--- src/rtl/adc_guard_pkg.sv ---
package adc_guard_pkg;

    typedef enum logic [2:0] {
        ST_IDLE,
        ST_CLR_TRIG,
        ST_CLR_RETRIG,
        ST_POLL,
        ST_WAIT,
        ST_COMMIT,
        ST_RESTORE,
        ST_FINISH
    } guard_state_e;

    typedef enum logic {
        OP_OVERLAP = 1'b0,
        OP_RESET   = 1'b1
    } guard_op_e;

endpackage

--- src/rtl/guard_fsm.sv ---
module guard_fsm
    import adc_guard_pkg::*;
(
    input  logic clk,
    input  logic rst_n,
    input  logic req_valid,
    input  logic pend_any,
    input  logic timer_zero,
    output logic req_ready,
    output logic capture,
    output logic clr_trig,
    output logic clr_retrig,
    output logic timer_load,
    output logic timer_run,
    output logic commit,
    output logic restore,
    output logic done
);

    guard_state_e state_q, state_d;

    // state register
    always_ff @(posedge clk or negedge rst_n) begin
        if (!rst_n) begin
            state_q <= ST_IDLE;
        end else begin
            state_q <= state_d;
        end
    end

    // transitions
    always_comb begin
        state_d = state_q;
        unique case (state_q)
            ST_IDLE:       if (req_valid) state_d = ST_CLR_TRIG;
            ST_CLR_TRIG:   state_d = ST_CLR_RETRIG;
            ST_CLR_RETRIG: state_d = ST_POLL;
            ST_POLL:       if (!pend_any) state_d = ST_WAIT;
            ST_WAIT:       if (timer_zero) state_d = ST_COMMIT;
            ST_COMMIT:     state_d = ST_RESTORE;
            ST_RESTORE:    state_d = ST_FINISH;
            ST_FINISH:     state_d = ST_IDLE;
            default:       state_d = ST_IDLE;
        endcase
    end

    // Moore outputs, plus the accept and load qualifiers
    always_comb begin
        req_ready  = 1'b0;
        capture    = 1'b0;
        clr_trig   = 1'b0;
        clr_retrig = 1'b0;
        timer_load = 1'b0;
        timer_run  = 1'b0;
        commit     = 1'b0;
        restore    = 1'b0;
        done       = 1'b0;
        unique case (state_q)
            ST_IDLE: begin
                req_ready = 1'b1;
                capture   = req_valid;
            end
            ST_CLR_TRIG:   clr_trig   = 1'b1;
            ST_CLR_RETRIG: clr_retrig = 1'b1;
            ST_POLL:       timer_load = !pend_any;
            ST_WAIT:       timer_run  = 1'b1;
            ST_COMMIT:     commit     = 1'b1;
            ST_RESTORE:    restore    = 1'b1;
            ST_FINISH:     done       = 1'b1;
            default: ;
        endcase
    end

endmodule

--- src/rtl/drain_timer.sv ---
module drain_timer #(
    parameter int ACQ_W      = 6,
    parameter int ACQ_OFFSET = 13,
    parameter int CNT_W      = 9
) (
    input  logic             clk,
    input  logic             rst_n,
    input  logic             load,
    input  logic             run,
    input  logic [ACQ_W-1:0] acq_win,
    input  logic             clk_div2,
    input  logic             clk_div4,
    output logic             expired
);

    logic [CNT_W-1:0] cnt_q;
    logic [CNT_W-1:0] base_len;
    logic [CNT_W-1:0] full_len;
    logic [1:0]       shift_amt;

    always_comb begin
        base_len = CNT_W'(acq_win) + CNT_W'(ACQ_OFFSET);
        if (!clk_div2) begin
            shift_amt = 2'd0;
        end else if (!clk_div4) begin
            shift_amt = 2'd1;
        end else begin
            shift_amt = 2'd2;
        end
        full_len = base_len << shift_amt;
    end

    // loaded with length-1 so the wait state lasts exactly full_len cycles
    always_ff @(posedge clk or negedge rst_n) begin
        if (!rst_n) begin
            cnt_q <= '0;
        end else if (load) begin
            cnt_q <= full_len - 1'b1;
        end else if (run && (cnt_q != '0)) begin
            cnt_q <= cnt_q - 1'b1;
        end
    end

    assign expired = (cnt_q == '0);

endmodule

--- src/rtl/shadow_store.sv ---
module shadow_store #(
    parameter int NUM_SLOTS = 16,
    parameter int TSEL_W    = 5,
    parameter int GRP_SLOTS = 8,
    localparam int NUM_GRP  = NUM_SLOTS / GRP_SLOTS
) (
    input  logic                        clk,
    input  logic                        rst_n,
    input  logic                        capture,
    input  logic                        clr_trig,
    input  logic                        clr_retrig,
    input  logic                        restore,
    input  logic [NUM_SLOTS*TSEL_W-1:0] tsel_cur,
    input  logic [NUM_SLOTS-1:0]        retrig_cur,
    output logic                        tsel_wr,
    output logic [NUM_SLOTS*TSEL_W-1:0] tsel_wdata,
    output logic [NUM_GRP-1:0]          retrig_wr,
    output logic [NUM_SLOTS-1:0]        retrig_wdata
);

    logic [NUM_SLOTS*TSEL_W-1:0] tsel_sh;
    logic [NUM_SLOTS-1:0]        retrig_sh;

    for (genvar s = 0; s < NUM_SLOTS; s++) begin : g_slot
        always_ff @(posedge clk or negedge rst_n) begin
            if (!rst_n) begin
                tsel_sh[s*TSEL_W +: TSEL_W] <= '0;
                retrig_sh[s]                <= 1'b0;
            end else if (capture) begin
                tsel_sh[s*TSEL_W +: TSEL_W] <= tsel_cur[s*TSEL_W +: TSEL_W];
                retrig_sh[s]                <= retrig_cur[s];
            end
        end
        assign tsel_wdata[s*TSEL_W +: TSEL_W] = restore ? tsel_sh[s*TSEL_W +: TSEL_W] : '0;
        assign retrig_wdata[s]                = restore ? retrig_sh[s] : 1'b0;
    end

    for (genvar g = 0; g < NUM_GRP; g++) begin : g_grp
        assign retrig_wr[g] = clr_retrig | restore;
    end

    assign tsel_wr = clr_trig | restore;

endmodule

--- src/rtl/adc_cfg_guard.sv ---
module adc_cfg_guard
    import adc_guard_pkg::*;
#(
    parameter int NUM_SLOTS  = 16,
    parameter int TSEL_W     = 5,
    parameter int GRP_SLOTS  = 8,
    parameter int ACQ_W      = 6,
    parameter int ACQ_OFFSET = 13,
    localparam int NUM_GRP   = NUM_SLOTS / GRP_SLOTS
) (
    input  logic                        clk,
    input  logic                        rst_n,
    input  logic                        req_valid,
    input  logic                        req_kind,
    input  logic                        req_ovl,
    output logic                        req_ready,
    input  logic [ACQ_W-1:0]            acq_win,
    input  logic                        clk_div2,
    input  logic                        clk_div4,
    input  logic [NUM_SLOTS*TSEL_W-1:0] tsel_cur,
    input  logic [NUM_SLOTS-1:0]        retrig_cur,
    input  logic [NUM_SLOTS-1:0]        pend_flags,
    output logic                        tsel_wr,
    output logic [NUM_SLOTS*TSEL_W-1:0] tsel_wdata,
    output logic [NUM_GRP-1:0]          retrig_wr,
    output logic [NUM_SLOTS-1:0]        retrig_wdata,
    output logic                        ovl_wr,
    output logic                        ovl_wdata,
    output logic                        conv_soft_rst,
    output logic                        seq_done
);

    localparam int MAX_LEN = ((1 << ACQ_W) - 1 + ACQ_OFFSET) * 4;
    localparam int CNT_W   = $clog2(MAX_LEN + 1);

    logic      pend_any;
    logic      capture, clr_trig, clr_retrig, timer_load, timer_run;
    logic      commit, restore, timer_zero;
    guard_op_e op_q;
    logic      ovl_q;

    assign pend_any = |pend_flags;

    guard_fsm u_fsm (
        .clk        (clk),
        .rst_n      (rst_n),
        .req_valid  (req_valid),
        .pend_any   (pend_any),
        .timer_zero (timer_zero),
        .req_ready  (req_ready),
        .capture    (capture),
        .clr_trig   (clr_trig),
        .clr_retrig (clr_retrig),
        .timer_load (timer_load),
        .timer_run  (timer_run),
        .commit     (commit),
        .restore    (restore),
        .done       (seq_done)
    );

    drain_timer #(
        .ACQ_W      (ACQ_W),
        .ACQ_OFFSET (ACQ_OFFSET),
        .CNT_W      (CNT_W)
    ) u_timer (
        .clk      (clk),
        .rst_n    (rst_n),
        .load     (timer_load),
        .run      (timer_run),
        .acq_win  (acq_win),
        .clk_div2 (clk_div2),
        .clk_div4 (clk_div4),
        .expired  (timer_zero)
    );

    shadow_store #(
        .NUM_SLOTS (NUM_SLOTS),
        .TSEL_W    (TSEL_W),
        .GRP_SLOTS (GRP_SLOTS)
    ) u_shadow (
        .clk          (clk),
        .rst_n        (rst_n),
        .capture      (capture),
        .clr_trig     (clr_trig),
        .clr_retrig   (clr_retrig),
        .restore      (restore),
        .tsel_cur     (tsel_cur),
        .retrig_cur   (retrig_cur),
        .tsel_wr      (tsel_wr),
        .tsel_wdata   (tsel_wdata),
        .retrig_wr    (retrig_wr),
        .retrig_wdata (retrig_wdata)
    );

    // requested operation held for the whole sequence
    always_ff @(posedge clk or negedge rst_n) begin
        if (!rst_n) begin
            op_q  <= OP_OVERLAP;
            ovl_q <= 1'b0;
        end else if (capture) begin
            op_q  <= guard_op_e'(req_kind);
            ovl_q <= req_ovl;
        end
    end

    assign ovl_wr        = commit && (op_q == OP_OVERLAP);
    assign conv_soft_rst = commit && (op_q == OP_RESET);
    assign ovl_wdata     = ovl_q;

endmodule

--- config.mk ---
export PLATFORM = sky130hd
export DESIGN_NAME = adc_cfg_guard
export DESIGN_NICKNAME = d
export VERILOG_FILES = /design/src/rtl/adc_guard_pkg.sv /design/src/rtl/guard_fsm.sv /design/src/rtl/drain_timer.sv /design/src/rtl/shadow_store.sv /design/src/rtl/adc_cfg_guard.sv
export SDC_FILE = /design/constraint.sdc
export NUM_CORES = 1
export LEC_CHECK = 0
export ABC_AREA = 1
export BUFFER_PORTS_ARGS = -buffer_cell sky130_fd_sc_hd__buf_2
export CAP_MARGIN = 0
export CORE_UTILIZATION = 52
export DETAILED_ROUTE_END_ITERATION = 8
export PLACE_DENSITY = 0.86
export SYNTH_ARGS = -nofsm -noshare
export SYNTH_HDL_FRONTEND = slang
export SYNTH_SLANG_ARGS = --single-unit
--- constraint.sdc ---
create_clock -name clk -period 6.24 [get_ports clk]
set_input_delay 0 -clock clk [delete_from_list [all_inputs] [get_ports clk]]
set_output_delay 0 -clock clk [all_outputs]
set_load 0.1 [all_outputs]
# [After elaboration in Yosys (flattened, before gate mapping)]
# Cells that the tools add are included.
[totals] out_inout_bits=104 in_bits=125 elab_cells=112 regBits=110
[classes] bitwise=3 n_mux=49 n_reduce_logical=10 n_addsub=3 eq_ne=10 n_shift=1
[op_table] operator="$mux 5" count=16
[op_table] operator="$mux 1" count=25
[op_table] operator="$pmux 3 s8" count=1
[op_table] operator="$mux 9" count=2
[op_table] operator="$sub 9x1->9 const B" count=2
[op_table] operator="$reduce_or 16->1" count=1
[op_table] operator="$eq 3x3->1 const B" count=4
[op_table] operator="$logic_not 9->1" count=1
[op_table] operator="$mux 3" count=3
[op_table] operator="$reduce_bool 9->1" count=1
[op_table] operator="$shl 9x2->9" count=1
[op_table] operator="$add 6x4->7 const B" count=1
[op_table] operator="$eq 3x2->1 const B" count=2
[op_table] operator="$ne 2x2->1 const B" count=3
[op_table] operator="$mux 2" count=2
[op_table] operator="$eq 3x1->1 const B" count=1
[op_table] operator="$logic_and 1x1->1" count=3
[op_table] operator="$logic_not 3->1" count=1
[op_table] operator="$reduce_and 3->1" count=1
[op_table] operator="$or 1x1->1" count=2
[op_table] operator="$reduce_bool 2->1" count=1
[op_table] operator="$logic_not 1->1" count=1
[op_table] operator="$not 1->1" count=1

# [Depth between registers and ports, before layout]
[depth] depth_word=5 depth_mapped=15 ltp_nobuf=15

# [Cells and area by module]
# A second synthesis with hierarchy kept.
[unflattened] cells_unflattened=839 area_unflattened_um2=5819.3
[by_module_without_submodules] mod="shadow_store" cells_each=612 area_per_inst_um2=4444.3 instances=1 seq_area_each_um2=2402.3
[by_module_without_submodules] mod="drain_timer" cells_each=163 area_per_inst_um2=992.2 instances=1 seq_area_each_um2=225.2
[by_module_without_submodules] mod="guard_fsm" cells_each=37 area_per_inst_um2=236.5 instances=1 seq_area_each_um2=75.1
[by_module_without_submodules] mod="adc_cfg_guard" cells_each=27 area_per_inst_um2=146.4 instances=1 seq_area_each_um2=50.0

# [Least setup slack after synthesis]
# Ideal clock, no wire load.
[synth_path] path_kind="register -> register" startpoint="register u_fsm.state_q[0]" endpoint="register op_q" setup_time_ps=78 arrival_time_ps=2944 path_buffers=2 required_ps=6162 setup_slack_ps=3218 period_less_slack_ps=3022 stages_incl_launch_ff=9 cell_sequence="dfrtp_1 > inv_1 > ha_1 > inv_1 > nor2_1 > nand2_1 > clkbuf_1 > clkbuf_1 > a21oi_1"
[synth_via] elab_chain_cells=2
[synth_rtl] item="start: declaration" line_no="guard_fsm.sv:20" text="guard_state_e state_q, state_d;"
[synth_rtl] item="start signal: assignment" line_no="guard_fsm.sv:27" text="state_q <= state_d;"
[synth_rtl] item="$logic_not 3->1" line_no="guard_fsm.sv:58" text="unique case (state_q)"
[synth_rtl] item="$mux 1" line_no="guard_fsm.sv:58"
[synth_rtl] item="end signal: assignment" line_no="adc_cfg_guard.sv:101" text="op_q <= guard_op_e'(req_kind);"
[synth_rtl] item="end: declaration" line_no="adc_cfg_guard.sv:39" text="guard_op_e op_q;"
# No other way between the ends.
# A chain may end at the register's enable or synchronous reset.

# [Worst setup path after layout]
[layout_path] startpoint="register u_fsm.state_q[0]" endpoint="output retrig_wdata[0]"
[layout_via] elab_chain_cells=3
[layout_rtl] item="$eq 3x3->1" line_no="guard_fsm.sv:58"
[layout_rtl] item="$mux 1" line_no="guard_fsm.sv:58"
[layout_rtl] item="$mux 1" line_no="shadow_store.sv:35" text="assign retrig_wdata[s] = restore ? retrig_sh[s] : 1'b0;"
[layout_rtl] item="end: declaration" line_no="adc_cfg_guard.sv:26" text="output logic [NUM_SLOTS-1:0] retrig_wdata,"
# No other way between the ends.

==> run_results.csv <==
group,metric,value,unit
floorplan,initial_core_util,53.58,%
outcome,status,"finished, final reports clean",
route,viasPerCell,5.079,
route,drc_errors,0,
worst_setup_path,cp_slowest_cell,"nand2_4",
worst_setup_path,reg2reg_depth,7,
global_routing,grt.total_usage,32.79,%
route,ant_nets,0,
worst_setup_path,cp_data_required_time,6.24,ns
worst_setup_path,worst_setup_path_end_kind,"output port",
placement,place_congestion,0.8739,
worst_setup_path,cp_top_family,"simple AND/OR/NAND/NOR gates",
pwr,p_total,3.924,mW
floorplan,core.rowCount,37,
logic_synthesis,syn-num-nets,856,
worst_hold_path,min_path_type,"in2async",
logic_synthesis,synthArstFlopShare,100.0,%
clock_network,cts.sinks,110,
pwr,power_leakage,4.627,nW
logic_synthesis,synth.cell_area,0.005507,mm2
logic_synthesis,ys_seq_elements,110,
worst_setup_path,r2r_end,"ovl_wdata$_DFFE_PN0P_",
global_routing,grt_max_degree,99,
pwr,peakVddDrop,0.0004548,V
clock_network,postCtsSetupBuffers,0,
clock_network,cts_tree,"done",
sta,report.final.setup_viol,0,
worst_setup_path,cp-start-kind,"register",
floorplan,die-area,0.01101,mm2
layout,nNetsFinal,1162,
logic_synthesis,synth_edf_count,0,
clock_network,cts_buffers,9,
clock_network,htree_levels,3,
logic_synthesis,yosysSeqAreaShare,49.99,%
worst_setup_path,worstSetupPathType,"reg2out",
route,finalWirelength,17.55,mm
sta,timing.fmax,0.3769,GHz
job,maxCapViolations,0,
sta,rsz0062_at_grt,"false",
global_routing,antenna_found_initial,2,
layout,layout_commonest_cell,"buf_2",
clock_network,ctsHoldBuffers,99,
logic_synthesis,avgSynthCellArea,7.606,um2
sta,slew_headroom,29.50,%
sta,period_needed,2.653,ns
placement,hpwl,9.428,mm
floorplan,io_pins,229,
clock_network,ctsResizeCount,0,
logic_synthesis,synth_warnings,0,
layout,drive_gt1_share,26.67,%
pwr,power_density,498.1,mW/mm2
layout,syn_to_final_growth,43.06,%
sta,final.period_utilization,42.52,%
worst_setup_path,rrSetupSlack,3.70,ns
route,vias,5963,
route,routedWlPerCell,14.95,um
worst_setup_path,path_buf_inv,2,
floorplan,core,0.01028,mm2
clock_network,insertion_delay,0.38,ns
floorplan,die_x,104.9,um
sta,worst_pin_slew,1.058,ns
route,firstDrtPassIters,6,
logic_synthesis,netlist_instances,724,
clock_network,clock_path_buffers,2,
sta,fin_tns_setup,0,ns
clock_network,cts-root-buf,"clkbuf_8",
worst_setup_path,worstPathArrival,2.65,ns
worst_setup_path,worstReg2RegStart,"u_fsm.state_q[0]$_DFFE_PN0P_",
floorplan,chipHeight,104.9,um
route,drt_iter0_markers,456,
global_routing,gr-total-overflow,0,
worst_setup_path,cp_cell_sequence,"inv_1 -> ha_1 -> nand2_4 -> nor2_1 -> buf_2",
sta,hold_viol_final,0,
worst_setup_path,cpPeakStageDelay,0.50,ns
logic_synthesis,ys.flop_type,"dfrtp_1",
worst_setup_path,cp_max_fo,98,
placement,port_buffers,228,
global_routing,grt_pass1_vias,6113,
global_routing,grt_pass1_wl,28.26,mm
layout,fin_util,76.65,%
sta,skew,0.03573,ns
layout,mostFrequentLayoutCells,"227 x buf_2, 218 x nor2_1, 123 x inv_1",
logic_synthesis,synth_cell_types,35,
clock_network,cts.reportedPaths.clkPinSlew,0.13,ns
sta,maxSlewViolCount,0,
## Yosys cell counts, drive strengths merged, types with 2 or more instances
library cell	number	share of area, %
a21oi	99	9.1
a31oi	2	0.23
and2	2	0.23
buf	12	1.4
clkbuf	23	1.6
dfrtp	110	50
ha	7	1.6
inv	125	8.5
nand2	68	5.0
nand3	20	2.4
nand4	5	0.57
nor2	227	16
nor3	2	0.18
o21ai	13	1.5
o22ai	2	0.23
## cells by family (layout without fill, tap and decap cells)
| group | after synthesis | after routing | share of synthesized area, % |
|---|---|---|---|
| AOI/OAI and AO/OA | 119 | 119 | 11.52 |
| xor gates and xnor gates | 1 | 1 | 0.1591 |
| adders and majority gates | 7 | 7 | 1.590 |
| buffers and inverters | 160 | 471 | 11.47 |
| DFF | 110 | 110 | 49.99 |
| muxes | 1 | 1 | 0.2045 |
| other | 0 | 3 | 0 |
| and+or+nand+nor | 326 | 326 | 25.06 |
## how the worst max path moves through the flow
stage	from	endpoint	slack, ns	depth (start not counted)
after floorplan	u_fsm.state_q[0]$_DFFE_PN0P_	op_q$_DFFE_PN0P_	3.22	8
after global placement	u_fsm.state_q[0]$_DFFE_PN0P_	ovl_wdata$_DFFE_PN0P_	3.78	7
after detailed placement	u_fsm.state_q[0]$_DFFE_PN0P_	ovl_wdata$_DFFE_PN0P_	3.73	7
after CTS	u_fsm.state_q[0]$_DFFE_PN0P_	retrig_wdata[0]	3.60	5
after global routing	u_fsm.state_q[0]$_DFFE_PN0P_	tsel_wdata[2]	3.45	5
final	u_fsm.state_q[0]$_DFFE_PN0P_	retrig_wdata[0]	3.59	5
## per-layer routing
metal | part of all wire (%) | routed length, um | track usage [%] | up-vias
met3 | 7.2 | 1267 | 7.299 | 84
met2 | 50 | 8708 | 57.66 | 349
met1 | 38 | 6595 | 36.32 | 2723
met5 | 0 | 0 | 0 | -
li1 | - | - | - | 2807
met4 | 5.6 | 976 | 19.32 | 0
## registers in the layout, summed over array words and instances (netlist names)
signal	count
op_q	1
ovl_wdata	1
u_fsm.state_q	3
u_shadow.retrig_sh	16
u_shadow.tsel_sh	80
u_timer.cnt_q	9
## final cells by class
cell class	count	area, um2
flip-flops and latches	110	2753
fillers	679	2400
repair buffers	330	2157
multi-input cells	454	2137
inverters	125	469.2
well taps	136	170.2
clock buffers	9	123.9
clock inverters	7	60.06
diodes	3	7.507
## power breakdown
part | switching [mW] | internal [mW] | total [mW]
Combinational | 1.89 | 0.462 | 2.35
Sequential | 0.133 | 1.03 | 1.16
Clock | 0.258 | 0.150 | 0.408
## through the flow
stage	worst slack (ns)	area (um2)	hold WS (ns)	std cells
finish	3.587	7878	0.06245	1174
global placement	3.782	6695	-0.08165	1056
global route	3.449	7875	0.06059	1173
CTS	3.597	7870	0.03810	1171
detailed placement	3.729	6695	-0.08104	1056
floorplan	3.218	5507	-0.2956	724
Note: power is estimated with default switching activity, not from simulation.
